`config.mk`:
```
export PLATFORM = sky130hd
export DESIGN_NAME = prog_page_buf
export DESIGN_NICKNAME = d
export VERILOG_FILES = /design/src/rtl/pb_pkg.sv /design/src/rtl/pb_addr_lock.sv /design/src/rtl/pb_word_bank.sv /design/src/rtl/prog_page_buf.sv
export SDC_FILE = /design/constraint.sdc
export NUM_CORES = 2
export LEC_CHECK = 0
export BUFFER_PORTS_ARGS = -buffer_cell sky130_fd_sc_hd__buf_2
export CAP_MARGIN = 20
export CORE_MARGIN = 1
export CORE_UTILIZATION = 40
export CTS_BUF_LIST = sky130_fd_sc_hd__clkbuf_4
export DETAILED_ROUTE_END_ITERATION = 8
export SLEW_MARGIN = 10
export SYNTH_ARGS = -nofsm -noshare
export SYNTH_HDL_FRONTEND = slang
export SYNTH_SLANG_ARGS = --single-unit
```
`constraint.sdc`:
```
create_clock -name clk -period 5.95 [get_ports clk]
set_input_delay 1.19 -clock clk [delete_from_list [all_inputs] [get_ports clk]]
set_output_delay 1.19 -clock clk [all_outputs]
set_load 0.03 [all_outputs]
```
`src/rtl/pb_pkg.sv`:
```
package pb_pkg;
  // Fixed address layout: two byte-lane bits below the word index.
  localparam int unsigned WORD_LSB = 2;

  typedef enum logic [1:0] {
    WR_IDLE   = 2'd0,
    WR_ACCEPT = 2'd1,
    WR_DROP   = 2'd2,
    WR_CLEAR  = 2'd3
  } wr_kind_e;
endpackage

```
`src/rtl/pb_addr_lock.sv`:
```
module pb_addr_lock #(
  parameter int unsigned OFFW = 7
) (
  input  logic            clk,
  input  logic            rst_n,
  input  logic            clear,
  input  logic            capture,
  input  logic [OFFW-1:0] off_in,
  output logic            locked,
  output logic [OFFW-1:0] off_q
);
  logic            locked_d;
  logic [OFFW-1:0] off_d;
  logic            upd;

  always_comb begin
    locked_d = locked;
    off_d    = off_q;
    upd      = 1'b0;
    if (clear) begin
      locked_d = 1'b0;
      off_d    = '0;
      upd      = 1'b1;
    end else if (capture && !locked) begin
      locked_d = 1'b1;
      off_d    = off_in;
      upd      = 1'b1;
    end
  end

  always_ff @(posedge clk or negedge rst_n) begin
    if (!rst_n) begin
      locked <= 1'b0;
      off_q  <= '0;
    end else if (upd) begin
      locked <= locked_d;
      off_q  <= off_d;
    end
  end

  // once latched, the offset only moves through a clear
  a_r4_offset_held: assert property (@(posedge clk) disable iff (!rst_n)
    (locked && !clear) |=> (locked && $stable(off_q)));

  // first capture latches the presented offset
  a_r3_first_capture: assert property (@(posedge clk) disable iff (!rst_n)
    (!locked && capture && !clear) |=> (locked && off_q == $past(off_in)));
endmodule

```
`src/rtl/pb_word_bank.sv`:
```
module pb_word_bank #(
  parameter int unsigned DW    = 32,
  parameter int unsigned NWORD = 16,
  localparam int unsigned WIDX = $clog2(NWORD)
) (
  input  logic            clk,
  input  logic            rst_n,
  input  logic            clear,
  input  logic            we,
  input  logic [WIDX-1:0] widx,
  input  logic [DW-1:0]   wdata,
  input  logic [WIDX-1:0] ridx,
  output logic [DW-1:0]   rdata,
  output logic            rvalid,
  output logic            loaded
);
  logic [DW-1:0]    mem_q [NWORD];
  logic [NWORD-1:0] val_q;
  logic [NWORD-1:0] val_d;

  always_comb begin
    val_d = val_q;
    if (clear)   val_d = '0;
    else if (we) val_d[widx] = 1'b1;
  end

  always_ff @(posedge clk or negedge rst_n) begin
    if (!rst_n) val_q <= '0;
    else        val_q <= val_d;
  end

  // Data storage carries no reset; validity is tracked by val_q.
  always_ff @(posedge clk) begin
    if (we && !clear) mem_q[widx] <= wdata;
  end

  assign rdata  = mem_q[ridx];
  assign rvalid = val_q[ridx];
  assign loaded = |val_q;

  // the written word reads back its newest value
  a_r6_last_wins: assert property (@(posedge clk) disable iff (!rst_n)
    (we && !clear) |=> (mem_q[$past(widx)] == $past(wdata) && val_q[$past(widx)]));

  // clear empties the bank
  a_r9_bank_clear: assert property (@(posedge clk) disable iff (!rst_n)
    clear |=> !loaded);
endmodule

```
`src/rtl/prog_page_buf.sv`:
```
module prog_page_buf #(
  parameter int unsigned DW    = 32,
  parameter int unsigned NBLK  = 8,
  parameter int unsigned NWORD = 16,
  parameter int unsigned OFFW  = 7,
  localparam int unsigned WIDX    = $clog2(NWORD),
  localparam int unsigned BIDX    = $clog2(NBLK),
  localparam int unsigned OFF_LSB = pb_pkg::WORD_LSB + WIDX,
  localparam int unsigned BLK_LSB = OFF_LSB + OFFW,
  localparam int unsigned AW      = BLK_LSB + BIDX
) (
  input  logic            clk,
  input  logic            rst_n,
  input  logic            wr_en,
  input  logic [AW-1:0]   wr_addr,
  input  logic [DW-1:0]   wr_data,
  input  logic [NBLK-1:0] blk_sel,
  input  logic [NBLK-1:0] cfg_map,
  input  logic            unlock,
  input  logic [BIDX-1:0] rd_blk,
  input  logic [WIDX-1:0] rd_word,
  output logic [DW-1:0]   rd_data,
  output logic            rd_valid,
  output logic [NBLK-1:0] blk_loaded,
  output logic            locked,
  output logic [OFFW-1:0] page_off,
  output logic            drop_flag
);
  import pb_pkg::*;

  wr_kind_e        kind;
  logic [BIDX-1:0] w_blk;
  logic [WIDX-1:0] w_word;
  logic [OFFW-1:0] w_off;
  logic [NBLK-1:0] part;
  logic            drop_d;

  assign w_blk  = wr_addr[BLK_LSB +: BIDX];
  assign w_word = wr_addr[WORD_LSB +: WIDX];
  assign w_off  = wr_addr[OFF_LSB +: OFFW];
  assign part   = blk_sel & cfg_map;

  always_comb begin
    if (unlock)             kind = WR_CLEAR;
    else if (!wr_en)        kind = WR_IDLE;
    else if (part[w_blk])   kind = WR_ACCEPT;
    else                    kind = WR_DROP;
  end

  pb_addr_lock #(.OFFW(OFFW)) u_lock (
    .clk     (clk),
    .rst_n   (rst_n),
    .clear   (kind == WR_CLEAR),
    .capture (kind == WR_ACCEPT),
    .off_in  (w_off),
    .locked  (locked),
    .off_q   (page_off)
  );

  logic [DW-1:0] bank_rdata [NBLK];
  logic [NBLK-1:0] bank_rvalid;

  for (genvar b = 0; b < NBLK; b++) begin : g_bank
    pb_word_bank #(.DW(DW), .NWORD(NWORD)) u_bank (
      .clk    (clk),
      .rst_n  (rst_n),
      .clear  (kind == WR_CLEAR),
      .we     (kind == WR_ACCEPT && w_blk == BIDX'(b)),
      .widx   (w_word),
      .wdata  (wr_data),
      .ridx   (rd_word),
      .rdata  (bank_rdata[b]),
      .rvalid (bank_rvalid[b]),
      .loaded (blk_loaded[b])
    );
  end

  assign rd_data  = bank_rdata[rd_blk];
  assign rd_valid = bank_rvalid[rd_blk];

  always_comb begin
    drop_d = drop_flag;
    if (kind == WR_CLEAR)     drop_d = 1'b0;
    else if (kind == WR_DROP) drop_d = 1'b1;
  end

  always_ff @(posedge clk or negedge rst_n) begin
    if (!rst_n) drop_flag <= 1'b0;
    else        drop_flag <= drop_d;
  end

  // a discarded write leaves buffers and lock alone, raises the flag
  a_r7_drop: assert property (@(posedge clk) disable iff (!rst_n)
    (wr_en && !unlock && !(blk_sel[w_blk] && cfg_map[w_blk]))
      |=> (drop_flag && $stable(blk_loaded) && $stable(locked)));

  // unlock clears everything visible
  a_r9_unlock: assert property (@(posedge clk) disable iff (!rst_n)
    unlock |=> (!locked && page_off == '0 && blk_loaded == '0 && !drop_flag));

  // an accepted write marks its block loaded
  a_r8_loaded: assert property (@(posedge clk) disable iff (!rst_n)
    (wr_en && !unlock && blk_sel[w_blk] && cfg_map[w_blk]) |=> blk_loaded[$past(w_blk)]);
endmodule

```
==> impl_summary.log <==
INFO  metric run_status = finished clean
INFO  metric critPathSlowestCell = mux4_2
INFO  metric synthesized_nets = 6,597
INFO  metric area_growth_syn_to_layout = 15.4%
INFO  metric worst_ep_required_time = 4.76 ns
INFO  metric layout.core_utilization = 46.4%
INFO  metric cells_after_synthesis = 6,522
INFO  metric avg_wl_per_cell = 30.2 um
INFO  metric post-dp-hpwl = 249 mm
INFO  metric clk_pin_slew_worst_paths = 0.06 ns
INFO  metric vias_per_cell = 5.60
INFO  metric power.leakage = 59.3 nW
INFO  metric setup_viol = 0
INFO  metric timing_max_transition_violations_final = 0
INFO  metric die_y = 638 um
INFO  metric die_width = 638 um
INFO  metric yosys.cell_types.count = 25
INFO  metric fp.coreArea = 0.403 mm2
INFO  metric fmax = 0.176 GHz
INFO  metric htree_num_levels = 7
INFO  metric route.vias.total = 78,297
INFO  metric maxSlewHeadroom = 27.7%
INFO  metric finalNetCount = 7,943
INFO  metric yosys-top-cells-area = edfxtp_1 (76%), mux4_2 (19%), dfrtp_1 (2.1%)
INFO  metric antenna_found_initial = 70
INFO  metric drt_drc_violations_left = 0
INFO  metric layout-drive-gt1-share = 43.7%
INFO  metric postCtsResizedCells = 0
INFO  metric worst-slew-pin-transition = 1.08 ns
INFO  metric netlist_area = 0.162 mm2
INFO  metric finalNonFillerCells = 13,992
INFO  metric yosys_warnings = 0
INFO  metric most_common_cell_after_layout_fill_and_taps_aside = edfxtp_1
INFO  metric timing.critical_path.arrival = 4.48 ns
INFO  metric criticalPathCategory = flip-flop to primary output
INFO  metric sequential_area_share_after_synthesis = 78.0%
INFO  metric grt_pass1_vias = 83,100
INFO  metric setup.worst_path.start_class = flip-flop
INFO  metric timing.critical_path.cells = mux4_2 -> mux4_2 -> mux4_2 -> mux2_2 -> buf_2
INFO  metric min_path_type = input pin to flip-flop
INFO  metric power.ir.vdd_worst = 202 uV
INFO  metric clock_skew = 0.0758 ns
INFO  metric synth_top_area_cell = edfxtp_1
INFO  metric post-place-cells = 12,097
INFO  metric endpoint_kind = primary output
INFO  metric dpl_worst_slack = 0.284 ns
INFO  metric final_hold_violation_count = 0
INFO  metric worst_slack = 0.283 ns
INFO  metric timing.critical_path.mode_cell = mux4_2
INFO  metric worst-path-max-fanout = 2
INFO  metric grt_start_max_net_pins = 127
INFO  metric insertion_delay_to_the_later_sink_of_the_worst_skew_pair = 1.70 ns
INFO  metric maxCapViolations = 0
INFO  metric fin_tns_setup = 0 ns
INFO  metric cts_hold_buf = 42
INFO  metric port_buffers = 122
INFO  metric drt-total-wl = 423 mm
INFO  metric grt_pass1_wl = 599 mm
INFO  metric layout_common_cells = edfxtp_1 (4,096), clkbuf_4 (1,559), mux4_2 (1,386), buf_4 (372), clkinv_1 (164)
INFO  metric drt.antenna.violating_nets = 0
INFO  metric initial_core_utilization = 40.2%
INFO  metric finalCritPeriodShare = 95.3%
INFO  metric powerDensity = 321 mW/mm2
INFO  metric global_route.overflow_total = 0
INFO  metric timing.critical_path.slowest_cell_delay = 0.70 ns
INFO  metric finalHoldWorstSlack = 0.183 ns
INFO  metric post_cts_setup_inserts = 0
INFO  metric design.die.area = 0.408 mm2
INFO  metric filler_instances = 33,516
INFO  metric finalWeightedCongestion = 0.858
INFO  metric cts_sinks = 4,233
INFO  metric grt_usage = 21.0%
INFO  metric synthDominantCellAreaShare = 75.9%
INFO  metric first_iter_violations = 8,908
INFO  metric top_level_ports = 125
INFO  metric grt_setup_unrepaired = false
INFO  metric tritoncts = done
INFO  metric synth-seq-cells = 4,233
INFO  metric detail_route.first_pass.iterations = 5
INFO  metric avgSynthCellArea = 24.8 um2
INFO  metric clock_tree.root_cell = clkbuf_4
INFO  metric fp_rows = 233
INFO  metric cts.path.max_buffers = 5
INFO  metric final.min_clock_period = 5.67 ns
INFO  metric cts_made_buffers = 1,130
power breakdown:
part	internal (mW)	total [mW]	switching, mW
combinational	1.29	3.36	2.08
sequential	32.7	32.7	0.00983
clock	12.7	23.9	11.2
layout make-up:
cell class / count / area [um2] / share of cell area [%]
flip-flops and latches: 4233 / 126000 / 67.6
multi-input cells: 1783 / 34500 / 18.5
clock buffers: 1559 / 11700 / 6.26
well taps: 5405 / 6760 / 3.62
repair buffers: 592 / 5540 / 2.96
clock inverters: 218 / 1320 / 0.705
inverters: 128 / 480 / 0.257
diodes: 74 / 185 / 0.0991
stage by stage:
stage / area (um2) / total power, mW
6_report: 187000 / 60.0
5_1_grt: 187000 / 62.2
4_1_cts: 187000 / 60.6
3_5_place_dp: 173000 / 36.7
3_3_place_gp: 173000 / 36.6
2_1_floorplan: 162000 / 35.0
worst max-delay path: cells and delay by family (launching register included):
| family | cells | cell delay (ns) |
|---|---|---|
| muxes | 4 | 2.23 |
| DFF | 1 | 0.36 |
| buffers and inverters | 1 | 0.21 |
cell families (layout without fill, tap and decap cells):
logic type / Yosys count / in the layout / share of synthesized area (%)
simple gates: 221 / 221 / 0.625
mux: 1426 / 1426 / 19.5
flops: 4233 / 4233 / 78.0
compound gates: 136 / 136 / 0.531
other cells: 0 / 74 / 0
buf+inv: 506 / 2497 / 1.27
per-layer routing:
metal | track usage [%] | wire, um | up-vias
li1 | - | - | 31774
met1 | 27.8 | 169000 | 42500
met2 | 33.5 | 209000 | 3515
met3 | 4.89 | 32200 | 496
met4 | 8.87 | 12700 | 12
met5 | 0 | 77 | -
synthesized netlist by cell type:
| library cell | n |
|---|---|
| nand3_1 | 8 |
| dfrtp_1 | 137 |
| a21oi_1 | 2 |
| nor2_1 | 133 |
| buf_1 | 30 |
| buf_4 | 13 |
| inv_1 | 128 |
| mux2_2 | 40 |
| a32oi_1 | 1 |
| edfxtp_1 | 4096 |
| nor4_1 | 32 |
| mux4_2 | 1386 |
| nand4b_1 | 4 |
| and2_1 | 1 |
| nand2_1 | 15 |
| o22ai_1 | 128 |
| a221oi_1 | 1 |
| o211ai_1 | 2 |
| buf_2 | 90 |
| nor3b_1 | 1 |
| a22oi_1 | 1 |
| nand4_1 | 13 |
| nor2b_1 | 14 |
| a32o_1 | 1 |
| clkbuf_1 | 245 |
sequential cells by signal, indices dropped and copies added (netlist names):
name	flops
g_bank.u_bank.mem_q	4096
u_lock.off_q	7
drop_flag	1
g_bank.u_bank.val_q	128
u_lock.locked	1
worst paths after layout:
| path | endpoint | slack, ns | start | cells after the start |
|---|---|---|---|---|
| min reg2reg | g_bank[2].u_bank.val_q[10]$_DFFE_PN0P_ | 0.56 | g_bank[2].u_bank.val_q[10]$_DFFE_PN0P_ | 2 |
| min in group asynchronous | u_lock.off_q[2]$_DFFE_PN0P_ | 0.59 | rst_n | 4 |
| min | g_bank[6].u_bank.mem_q[7][24]$_DFFE_PP_ | 0.18 | wr_data[24] | 1 |
| max reg2reg | u_lock.off_q[5]$_DFFE_PN0P_ | 3.64 | u_lock.locked$_DFFE_PN0P_ | 3 |
| max | rd_data[21] | 0.28 | g_bank[1].u_bank.mem_q[7][21]$_DFFE_PP_ | 5 |
| max in group asynchronous | g_bank[0].u_bank.val_q[14]$_DFFE_PN0P_ | 4.36 | rst_n | 4 |
Power figures use the tool's default switching activity.
